File: src/rtl/pks_pkg.sv
package pks_pkg;

   typedef enum logic [1:0] {
      INC_OFF    = 2'd0,
      INC_SINGLE = 2'd1,
      INC_PACKED = 2'd2,
      INC_RSVD   = 2'd3
   } inc_mode_e;

   typedef enum logic [1:0] {
      SZ_BYTE = 2'd0,
      SZ_HALF = 2'd1,
      SZ_WORD = 2'd2,
      SZ_RSVD = 2'd3
   } xfer_size_e;

   typedef enum logic {
      ST_IDLE = 1'b0,
      ST_XFER = 1'b1
   } seq_state_e;

   // number of bus beats one debug access expands into
   function automatic logic [2:0] beat_count(inc_mode_e m, xfer_size_e s);
      if (m == INC_PACKED && s == SZ_BYTE)      return 3'd4;
      else if (m == INC_PACKED && s == SZ_HALF) return 3'd2;
      else                                      return 3'd1;
   endfunction

endpackage

File: src/rtl/pks_addr_step.sv
module pks_addr_step #(
   parameter int ADDR_W    = 32,
   parameter int WRAP_BITS = 10
) (
   input  logic [ADDR_W-1:0] addr_in,
   input  logic [1:0]        size,
   output logic [ADDR_W-1:0] addr_nxt
);

   localparam logic [WRAP_BITS-1:0] ONE = WRAP_BITS'(1);

   logic [WRAP_BITS-1:0] step;
   logic [WRAP_BITS-1:0] low_nxt;

   assign step    = ONE << size;
   assign low_nxt = addr_in[WRAP_BITS-1:0] + step;

   generate
      if (WRAP_BITS == ADDR_W) begin : g_full
         assign addr_nxt = low_nxt;
      end else begin : g_wrap
         assign addr_nxt = {addr_in[ADDR_W-1:WRAP_BITS], low_nxt};
      end
   endgenerate

endmodule

File: src/rtl/pks_lane_unit.sv
module pks_lane_unit #(
   parameter int DATA_W = 32
) (
   input  logic [1:0]                      size,
   input  logic [$clog2(DATA_W/8)-1:0]     lo,
   input  logic [DATA_W-1:0]               wdata,
   input  logic [DATA_W-1:0]               bus_rdata,
   input  logic [DATA_W-1:0]               acc,
   output logic [DATA_W/8-1:0]             lane_en,
   output logic [DATA_W-1:0]               bus_wdata,
   output logic [DATA_W-1:0]               acc_nxt
);

   localparam int LANES = DATA_W / 8;
   localparam int LO_W  = $clog2(LANES);

   generate
      for (genvar k = 0; k < LANES; k++) begin : g_lane
         localparam logic [LO_W-1:0] KIDX = LO_W'(k);
         // a lane is active when it shares every index bit above the size
         assign lane_en[k]          = (((KIDX ^ lo) >> size) == '0);
         assign bus_wdata[8*k +: 8] = lane_en[k] ? wdata[8*k +: 8] : 8'h00;
         assign acc_nxt[8*k +: 8]   = lane_en[k] ? bus_rdata[8*k +: 8] : acc[8*k +: 8];
      end
   endgenerate

endmodule

File: src/rtl/pks_seq_top.sv
module pks_seq_top
   import pks_pkg::*;
#(
   parameter int ADDR_W    = 32,
   parameter int DATA_W    = 32,
   parameter int WRAP_BITS = 10
) (
   input  logic              clk,
   input  logic              rst_n,
   input  logic              req_valid,
   input  logic              req_write,
   input  logic [1:0]        req_mode,
   input  logic [1:0]        req_size,
   input  logic [ADDR_W-1:0] req_addr,
   input  logic [DATA_W-1:0] req_wdata,
   output logic              busy,
   output logic              done,
   output logic              err,
   output logic [DATA_W-1:0] rdata,
   output logic [ADDR_W-1:0] addr_out,
   output logic              bus_req,
   output logic              bus_write,
   output logic [ADDR_W-1:0] bus_addr,
   output logic [1:0]        bus_size,
   output logic [DATA_W-1:0] bus_wdata,
   input  logic              bus_ack,
   input  logic              bus_err,
   input  logic [DATA_W-1:0] bus_rdata
);

   localparam int LANES  = DATA_W / 8;
   localparam int LO_W   = $clog2(LANES);
   localparam int BEAT_W = $clog2(LANES);

   generate
      if (DATA_W != 32) begin : g_bad_data
         $error("pks_seq_top: DATA_W must be 32");
      end
      if (WRAP_BITS < LO_W || WRAP_BITS > ADDR_W) begin : g_bad_wrap
         $error("pks_seq_top: WRAP_BITS out of range");
      end
   endgenerate

   seq_state_e        state_q;
   logic              done_q, err_q, wr_q, adv_q;
   xfer_size_e        size_q;
   logic [BEAT_W-1:0] rem_q;
   logic [ADDR_W-1:0] addr_q, addr_step;
   logic [DATA_W-1:0] wdat_q, acc_q, acc_nxt;
   logic [LANES-1:0]  lane_en;

   inc_mode_e  in_mode;
   xfer_size_e in_size;
   logic       accept, rsvd_req;
   logic [2:0] beats;

   assign in_mode  = inc_mode_e'(req_mode);
   assign in_size  = xfer_size_e'(req_size);
   assign accept   = req_valid && (state_q == ST_IDLE) && !done_q;
   assign rsvd_req = (in_mode == INC_RSVD) || (in_size == SZ_RSVD);
   assign beats    = beat_count(in_mode, in_size);

   pks_addr_step #(.ADDR_W(ADDR_W), .WRAP_BITS(WRAP_BITS)) u_step (
      .addr_in  (addr_q),
      .size     (size_q),
      .addr_nxt (addr_step)
   );

   pks_lane_unit #(.DATA_W(DATA_W)) u_lane (
      .size      (size_q),
      .lo        (addr_q[LO_W-1:0]),
      .wdata     (wdat_q),
      .bus_rdata (bus_rdata),
      .acc       (acc_q),
      .lane_en   (lane_en),
      .bus_wdata (bus_wdata),
      .acc_nxt   (acc_nxt)
   );

   always_ff @(posedge clk) begin
      if (!rst_n) begin
         state_q <= ST_IDLE;
         done_q  <= 1'b0;
         err_q   <= 1'b0;
         wr_q    <= 1'b0;
         adv_q   <= 1'b0;
         size_q  <= SZ_WORD;
         rem_q   <= '0;
         addr_q  <= '0;
         wdat_q  <= '0;
         acc_q   <= '0;
      end else begin
         done_q <= 1'b0;
         case (state_q)
            ST_IDLE: begin
               if (accept) begin
                  err_q <= 1'b0;
                  if (rsvd_req) begin
                     done_q <= 1'b1;
                     err_q  <= 1'b1;
                  end else begin
                     state_q <= ST_XFER;
                     addr_q  <= req_addr;
                     wdat_q  <= req_wdata;
                     wr_q    <= req_write;
                     size_q  <= in_size;
                     adv_q   <= (in_mode != INC_OFF);
                     rem_q   <= BEAT_W'(beats - 3'd1);
                     acc_q   <= '0;
                  end
               end
            end
            ST_XFER: begin
               if (bus_ack) begin
                  if (bus_err) begin
                     state_q <= ST_IDLE;
                     done_q  <= 1'b1;
                     err_q   <= 1'b1;
                  end else begin
                     if (!wr_q) acc_q <= acc_nxt;
                     if (adv_q) addr_q <= addr_step;
                     if (rem_q == '0) begin
                        state_q <= ST_IDLE;
                        done_q  <= 1'b1;
                     end else begin
                        rem_q <= rem_q - BEAT_W'(1);
                     end
                  end
               end
            end
            default: state_q <= ST_IDLE;
         endcase
      end
   end

   assign busy      = (state_q == ST_XFER);
   assign done      = done_q;
   assign err       = err_q;
   assign rdata     = acc_q;
   assign addr_out  = addr_q;
   assign bus_req   = busy;
   assign bus_write = wr_q;
   assign bus_addr  = addr_q;
   assign bus_size  = size_q;


   done_pulse_chk: assert property (@(posedge clk) disable iff (!rst_n)
      done |=> !done);


   busy_end_chk: assert property (@(posedge clk) disable iff (!rst_n)
      $fell(busy) |-> done);


   req_hold_chk: assert property (@(posedge clk) disable iff (!rst_n)
      bus_req && !bus_ack |=> bus_req && $stable(bus_addr) && $stable(bus_wdata));


   err_stop_chk: assert property (@(posedge clk) disable iff (!rst_n)
      bus_req && bus_ack && bus_err |=> done && err && !busy && $stable(addr_out));


   lane_count_chk: assert property (@(posedge clk) disable iff (!rst_n)
      bus_req |-> $countones(lane_en) == (1 << bus_size));

   generate
      if (WRAP_BITS < ADDR_W) begin : g_wrap_chk

         upper_keep_chk: assert property (@(posedge clk) disable iff (!rst_n)
            bus_req && bus_ack && !bus_err |=>
               addr_out[ADDR_W-1:WRAP_BITS] == $past(addr_out[ADDR_W-1:WRAP_BITS]));
      end
   endgenerate

endmodule

File: config.mk
export PLATFORM = sky130hd
export DESIGN_NAME = pks_seq_top
export DESIGN_NICKNAME = d
export VERILOG_FILES = /design/src/rtl/pks_pkg.sv /design/src/rtl/pks_addr_step.sv /design/src/rtl/pks_lane_unit.sv /design/src/rtl/pks_seq_top.sv
export SDC_FILE = /design/constraint.sdc
export NUM_CORES = 1
export LEC_CHECK = 0
export BUFFER_PORTS_ARGS = -buffer_cell sky130_fd_sc_hd__buf_2
export CAP_MARGIN = 30
export CORE_ASPECT_RATIO = 1.75
export CORE_UTILIZATION = 49
export CTS_CLUSTER_SIZE = 10
export DETAILED_ROUTE_END_ITERATION = 16
export PLACE_DENSITY = 0.95
export REMOVE_ABC_BUFFERS = 1
export SYNTH_ARGS = -nofsm -noshare
export SYNTH_HDL_FRONTEND = slang
export SYNTH_SLANG_ARGS = --single-unit
File: constraint.sdc
create_clock -name clk -period 4.66 [get_ports clk]
set_clock_uncertainty 0.2 [all_clocks]
set_input_delay 0.932 -clock clk [delete_from_list [all_inputs] [get_ports clk]]
set_output_delay 0.932 -clock clk [all_outputs]
set_load 0.01 [all_outputs]
==> parameters.txt <==
Parameter                              Value

Clock tree
  Skew-Pair Late Insertion Delay ... 0.33 ns
  Number of buffers created by CTS ... 9
  Hold Buf Count CTS ... 0
  TritonCTS clock tree ... built
  Root buffer cell ... clkbuf_16
  Cts repair resizes ... 0
  Number of H-tree levels ... 3
  Buffer levels on the longest clock path ... 2
  Post-CTS Setup Repair Bufs ... 0
  # clock sinks ... 105
  Clock-pin slew on the worst setup and hold paths ... 0.07 ns

Place
  Routability cong. ... 0.934
  IO Port Bufs ... 240
  Post-DP HPWL ... 9260 um

GRT
  Antenna violations before repair ... 0
  Pin count of the biggest net entering global routing ... 52
  GRT Total Usage ... 24.6%
  GRT Residual Overflow ... 0
  Number of global-route vias before repair ... 4395
  Wire length of the first global-routing pass ... 20200 um

Final layout
  Filler instances ... 816
  Net count of the finished layout ... 894
  P&R area growth vs syn ... 27.1%
  Antenna Cells ... 0
  Share of cells above drive strength 1 ... 35.3%

Routing
  Antenna Violating Nets Remaining ... 0
  Aggregate routed wire length ... 12800 um
  First-pass iteration count of the detailed router ... 4
  Total via count after detailed routing ... 4745
  DRC violation total after the first TritonRoute iteration ... 257
  Routed via count divided by cell count ... 5.22
  Drt wl/cell ... 14.0 um
  # DRC ... 0

Die
  Area of the die ... 10000 um2
  Number of placed I/O pins ... 241
  Area inside the core boundary ... 9410 um2
  Die boundary height ... 132 um
  Placement Rows ... 47
  Effective utilization at floorplan ... 50.2%
  Horizontal die dimension ... 76.2 um

Worst hold path
  Hold Path End ... rdata[4]
  Startpoint of the lowest-slack hold path ... rdata[4]
  Worst hold path stage count ... 2
  Hold crit path type ... reg -> reg

Worst setup path
  Slack of the worst reg-to-reg path ... 2.01 ns
  Depth of the worst register-to-register path ... 8
  Data arrival at the endpoint of the critical path ... 1.84 ns
  Startpoint-to-endpoint class of the critical path ... reg -> out
  Crit path max fanout ... 10
  Worst EP required ... 3.53 ns
  Reg-to-Reg Start ... bus_size[1]
  Critical path endpoint category ... primary output
  Worst setup SP type ... flip-flop
  Endpoint of the lowest-slack register-to-register path ... addr_out[9]

Synthesis
  Count of different cell masters after synthesis ... 48
  Top cell type's share of synthesized area ... 44.5%
  Synth async-reset ratio ... 0%
  Area of the mapped netlist ... 4720 um2
  Top cells by area in the synthesized netlist ... dfxtp_1 45%, nand2_1 12%, a21oi_1 9.5%
  Sequential share of the synthesized area ... 44.5%
  Total of flip-flops plus latches after synthesis ... 105
  Syn_area_per_cell ... 7.95 um2
  Cells after Synth ... 594
  Count of flip-flops with a built-in enable after synthesis ... 0
  Top post-synthesis cells by count ... 149 x nand2_1, 105 x dfxtp_1, 90 x a21oi_1
  Prevailing post-synth register cell ... dfxtp_1
  Cell with the most instances after synthesis ... nand2_1
  Largest area contributor in the netlist ... dfxtp_1
  Total number of yosys warnings ... 0

Pwr
  NetSw ... 0.561 mW
  Power Dens Cells ... 334 nW/um2
  Fraction of power spent switching nets ... 28.0%
  Combinational group share of total power ... 17.2%
  Final Total Pwr ... 2.00 mW
  Leakage ... 2.81 nW
  Cell Int Power ... 1.44 mW
  Max VDD drop ... 0.274 mV
  Sequential fraction of design power ... 48.7%
  Part of the total power dissipated in the clock network ... 34.1%

STA
  Setup-failing EPs final ... 0
  RSZ-0062 raised after global routing ... no
  Hold violation total from the final report ... 0
  Clock period minus worst slack ... 2.98 ns
  Timing-limited maximum frequency ... 336 MHz
  Portion of the clock cycle consumed by the worst path in the final layout ... 63.8%
  Max-slew headroom ... 50.3%
  Tightest Pin Transition ... 0.745 ns
  Hold Slack ... 0.249 ns
  Final Slew Violations ... 0
  Accumulated negative setup slack ... 0 ns

Run status
  Outcome ... finished clean

Job
  Maximum capacitance violations ... 0
-- power by group through the flow --
stage	clock network, mW	logic, mW	registers (mW)
floorplan	0	0.164	1.02
global placement	0	0.337	0.994
detailed placement	0	0.345	0.996
CTS	0.700	0.346	0.976
global route	0.733	0.378	0.983
finish	0.684	0.345	0.976
-- sequential cells by signal, summed over array words and instances (netlist names) --
name	flops
bus_size	2
bus_req	1
adv_q	1
done	1
addr_out	32
wdat_q	32
rdata	32
rem_q	2
err	1
bus_write	1
-- placed cells by master, fill, tap and decap left out, drive strengths merged, types with 3 or more instances in the layout --
master | Yosys | layout
a211oi | 5 | 5
a21oi | 93 | 93
and2 | 19 | 19
buf | 44 | 246
clkbuf | 24 | 11
clkinvlp | 0 | 3
dfxtp | 105 | 105
ha | 4 | 4
inv | 7 | 7
mux2i | 15 | 15
nand2 | 149 | 149
nand3 | 19 | 19
nand4 | 10 | 10
nor2 | 21 | 21
nor2b | 27 | 27
nor3 | 5 | 5
nor3b | 5 | 5
o211ai | 3 | 3
o21ai | 12 | 12
-- per-stage QoR --
step | area, um2 | util (%) | worst slack [ns] | std cells
after global routing | 6000 | 63.8 | 1.55 | 909
after floorplan | 4330 | - | 1.10 | 526
final | 6000 | 63.8 | 1.68 | 909
after CTS | 6000 | 63.8 | 1.64 | 909
after global placement | 5740 | 61.0 | 1.56 | 894
after detailed placement | 5740 | 61.0 | 1.47 | 894
-- worst max-delay path, cell delays in order, from the launching register on --
cell,delay (ns)
dfxtp_1,0.38
or2_2,0.35
a21oi_2,0.50
nor2b_1,0.10
buf_2,0.18
-- cell families (layout without fill, tap and decap cells) --
logic type               count (synthesis)  after routing  synth area share [%]
AO/OA/AOI/OAI                          126            126                  15.3
AND/OR/NAND/NOR                        265            265                  26.1
multiplexers                            16             16                  3.42
adder cells (fa/ha/maj)                  5              5                  1.48
flip-flops                             105            105                  44.5
buffers and inverters                   75            268                  8.82
XOR/XNOR                                 2              2                 0.371
-- how the worst max path moves through the flow --
stage / start / to / slack, ns / cells past startpoint
finish: bus_size[0] / bus_wdata[10] / 1.68 / 4
global route: bus_size[0] / bus_wdata[30] / 1.55 / 4
CTS: bus_size[0] / bus_wdata[10] / 1.64 / 4
detailed placement: req_size[0] / addr_out[9] / 1.47 / 6
global placement: req_size[0] / addr_out[9] / 1.56 / 6
floorplan: bus_req / rdata[16] / 1.10 / 5
-- layer usage --
| layer | track usage [%] | vias up | wire [um] |
|---|---|---|---|
| li1 | - | 2328 | - |
| met1 | 27.7 | 2171 | 4900 |
| met2 | 44.4 | 207 | 6760 |
| met3 | 3.46 | 39 | 627 |
| met4 | 12.8 | 0 | 488 |
| met5 | 0 | - | 0 |
-- final cells by class --
cell class	instances	area, um2	share of cell area [%]
clock inverters	4	31.3	0.521
clock buffers	11	233	3.88
multi-input cells	414	2210	36.8
repair buffers	246	1250	20.8
inverters	7	26.3	0.438
well taps	122	153	2.54
flip-flops and latches	105	2100	35.1
Power figures use the tool's default switching activity.
